### config.mk
export PLATFORM = sky130hd
export DESIGN_NAME = key_autorepeat
export DESIGN_NICKNAME = d
export VERILOG_FILES = /design/src/rtl/key_autorepeat.sv
export SDC_FILE = /design/constraint.sdc
export NUM_CORES = 1
export LEC_CHECK = 0
export ABC_AREA = 1
export BUFFER_PORTS_ARGS = -buffer_cell sky130_fd_sc_hd__buf_4
export CORE_ASPECT_RATIO = 1.25
export CORE_MARGIN = 2
export CORE_UTILIZATION = 45
export DETAILED_ROUTE_END_ITERATION = 10
export GPL_TIMING_DRIVEN = 0
export PLACE_DENSITY_LB_ADDON = 0.3
export SETUP_SLACK_MARGIN = 0.1
export SLEW_MARGIN = 5
export SYNTH_ARGS = -nofsm -noshare
export SYNTH_HDL_FRONTEND = slang
export SYNTH_SLANG_ARGS = --single-unit
### constraint.sdc
create_clock -name clk -period 3 [get_ports clk]
set_input_delay 0.3 -clock clk [delete_from_list [all_inputs] [get_ports clk]]
set_output_delay 0.3 -clock clk [all_outputs]
set_load 0.05 [all_outputs]
### src/rtl/key_autorepeat.sv
module key_autorepeat #(
  parameter int CNT_W     = 8,
  parameter int DLY_SHIFT = 3,
  parameter int INT_SHIFT = 2
) (
  input  logic       clk,
  input  logic       rst_n,
  input  logic       tick,
  input  logic       key_held,
  input  logic       key_evt,
  input  logic [7:0] cfg,
  output logic       rpt_push
);
  logic [7:0]       cfg_q;
  logic [CNT_W-1:0] cnt;
  logic             rep;

  logic [CNT_W-1:0] delay_len, intv_len, target, cnt_nxt;
  logic             active, hit;

  assign delay_len = CNT_W'({1'b0, cfg_q[3:0]} + 5'd1) << DLY_SHIFT;
  assign intv_len  = CNT_W'({2'b0, cfg_q[6:4]} + 5'd1) << INT_SHIFT;
  assign target    = rep ? intv_len : delay_len;
  assign cnt_nxt   = cnt + 1'b1;
  assign hit       = cnt_nxt == target;
  assign active    = key_held && cfg_q[7];

  always_ff @(posedge clk or negedge rst_n) begin
    if (!rst_n) begin
      cfg_q    <= '0;
      cnt      <= '0;
      rep      <= 1'b0;
      rpt_push <= 1'b0;
    end else begin
      rpt_push <= 1'b0;
      if (key_evt) begin
        cfg_q <= cfg;
        cnt   <= '0;
        rep   <= 1'b0;
      end else if (!active) begin
        cnt <= '0;
        rep <= 1'b0;
      end else if (tick) begin
        if (hit) begin
          rpt_push <= 1'b1;
          cnt      <= '0;
          rep      <= 1'b1;
        end else begin
          cnt <= cnt_nxt;
        end
      end
    end
  end
endmodule


==> impl_metrics.env <==
export IMPL_status="finished, final reports clean"
export IMPL_final_cell_mix="nand2_1, inv_1, dfrtp_1"
export IMPL_post_drt_wl_per_cell_um=10.6
export IMPL_startpoint_type="register"
export IMPL_yosysTopAreaCellShare=0.362
export IMPL_synth_area_leader_cell="dfrtp_1"
export IMPL_dp_hpwl_um=1970
export IMPL_p_leak_nw=0.700
export IMPL_clock_path_buffers=2
export IMPL_arrival_ps=2030
export IMPL_initial_core_util=0.469
export IMPL_vias=1107
export IMPL_nets=213
export IMPL_io_pins=14
export IMPL_clock_latency_ps=300
export IMPL_hp_class="input pin to register"
export IMPL_path_clk_slew_ps=110
export IMPL_synth_area_leaders="dfrtp_1, nand2_1, inv_1"
export IMPL_antenna_found_initial=0
export IMPL_diodes=0
export IMPL_power_density_mw_per_mm2=342
export IMPL_final_util=0.539
export IMPL_wirelength_um=2440
export IMPL_hold_viol_final=0
export IMPL_layout_commonest_cell="nand2_1"
export IMPL_die_y_um=62.8
export IMPL_design_core_area_mm2=0.00265
export IMPL_synth_cells=178
export IMPL_firstDrtPassIters=4
export IMPL_slew_violations=0
export IMPL_seq_area_frac_synth=0.362
export IMPL_rsz0062_at_grt="no"
export IMPL_cts_tree="yes"
export IMPL_clock_skew_ps=7.44
export IMPL_worstPathCellList="ha_1 -> nand2_1 -> nor2_4 -> nand2_2 -> nand2_1 -> nand2_1 -> nand2_1 -> nand2_1 -> nor2_2 -> nand3_4 -> nand2_4 -> a21oi_2"
export IMPL_crit_type="register to register"
export IMPL_area_growth_pct=15.0
export IMPL_finalSetupViolations=0
export IMPL_globalRouteOverflowTotal=0
export IMPL_period_share=0.610
export IMPL_whs_ps=189
export IMPL_root_buffer="clkbuf_4"
export IMPL_die_area_mm2=0.00320
export IMPL_cts_made_buffers=3
export IMPL_worst_path_max_fanout=6
export IMPL_htree_levels=1
export IMPL_grt_pass1_vias=1099
export IMPL_avgSynthCellArea_um2=6.99
export IMPL_relSlewSlack=0.619
export IMPL_stdcell_count=230
export IMPL_numClockSinks=18
export IMPL_clock_fmax_ghz=0.546
export IMPL_die_x_um=51.0
export IMPL_drc=0
export IMPL_rows=21
export IMPL_synth_distinct_cells=26
export IMPL_grt_max_degree=19
export IMPL_cpMostUsedCell="nand2_1"
export IMPL_power_mw=0.489
export IMPL_gp_congestion=0.854
export IMPL_period_minus_slack_ps=1830
export IMPL_final_antenna_net_count=0
export IMPL_placedCellCount=225
export IMPL_netlist_area_mm2=0.00124
export IMPL_worst_pin_slew_ps=569
export IMPL_syn_nets=194
export IMPL_drive_gt1_frac=0.204
export IMPL_drt_initial_drc_count=9
export IMPL_viasPerCell=4.81
export IMPL_critPathRequiredTime_ps=3200
export IMPL_drv_cap=0
export IMPL_synth_seq_cells=18
export IMPL_tns_ps=0
export IMPL_grt_pass1_wl_um=4440
export IMPL_slowest_stage="dfrtp_1"
export IMPL_yosys_warnings=0
export IMPL_crit_path_max_incr_delay_ps=420
export IMPL_crit_path_end_kind="register"
export IMPL_ir_worst_vdd_mv=0.307
export IMPL_gr_usage_all_layers=0.177
export IMPL_portBuffers=13
==> metal layers <==
layer / vias up / GRT usage / routed length (um)
met5: - / 0 / 0
met4: 0 / 0.0642 / 19
met3: 2 / 0.0144 / 70
met2: 20 / 0.323 / 1300
met1: 497 / 0.209 / 1040
li1: 588 / - / -
==> worst max-delay path: cells and delay by family (launching register included) <==
kind	cells	cell delay, ps
DFF	1	420
AOI/OAI and AO/OA	1	70
and+or+nand+nor	10	930
adders and majority gates	1	300
==> state kept, by name, indices dropped and copies added (netlist names) <==
register and count:
rpt_push 1, rep 1, cfg_q 8, cnt 8
==> kinds of logic after synthesis <==
kind of cell / Yosys count / share of synthesized area
AO/OA/AOI/OAI: 12 / 0.0724
AND/OR/NAND/NOR: 117 / 0.436
adder cells (fa/ha/maj): 3 / 0.0302
buffers and inverters: 25 / 0.0785
flip-flops: 18 / 0.362
XOR/XNOR: 3 / 0.0211
==> worst paths after layout <==
path / slack, ps / cells after the start / end / startpoint
hold / removal: 190 / 3 / cfg_q[7] / cfg[7]
hold reg to reg: 490 / 2 / cfg_q[7] / cfg_q[7]
min in group asynchronous: 390 / 2 / cnt[2] / rst_n
setup / recovery: 1170 / 12 / cnt[2] / cnt[0]
setup reg to reg: 1170 / 12 / cnt[2] / cnt[0]
max in group asynchronous: 2410 / 2 / cfg_q[3] / rst_n
==> power breakdown <==
part	switching, mW	internal [mW]
logic	0.0410	0.0305
clock network	0.0813	0.0740
registers	0.00957	0.253
==> final cells by class <==
class | count | area [um2]
Timing Repair Buffer | 14 | 108
Multi-Input combinational cell | 135 | 696
Inverter | 23 | 86.3
Clock buffer | 4 | 36.3
Tap cell | 34 | 42.5
Buffer | 2 | 11.3
Sequential cell | 18 | 450
Fill cell | 256 | 1220
==> stage by stage <==
step           worst slack [ps]  instance area [um2]
2_1_floorplan              1390                 1240
3_3_place_gp               1190                 1380
3_5_place_dp               1170                 1380
4_1_cts                    1150                 1430
5_1_grt                     985                 1430
6_report                   1170                 1430
==> synth_stat cells, drive strengths merged <==
cell     n
a21oi    1
buf      1
clkbuf   1
clkinv   1
dfrtp   18
ha       3
inv     22
nand2   82
nand3   17
nand4    4
nor2    12
nor3     1
o21ai    9
o21bai   1
o22ai    1
or2      1
xnor2    2
xor2     1
==> timing repair <==
action                     CTS  global route
hold endpoints to repair    18             0
setup buffers                0             0
resized for setup            0             0
hold buffers                 1             0
setup endpoints to repair    0             0
Note: power is estimated with default switching activity, not from simulation.
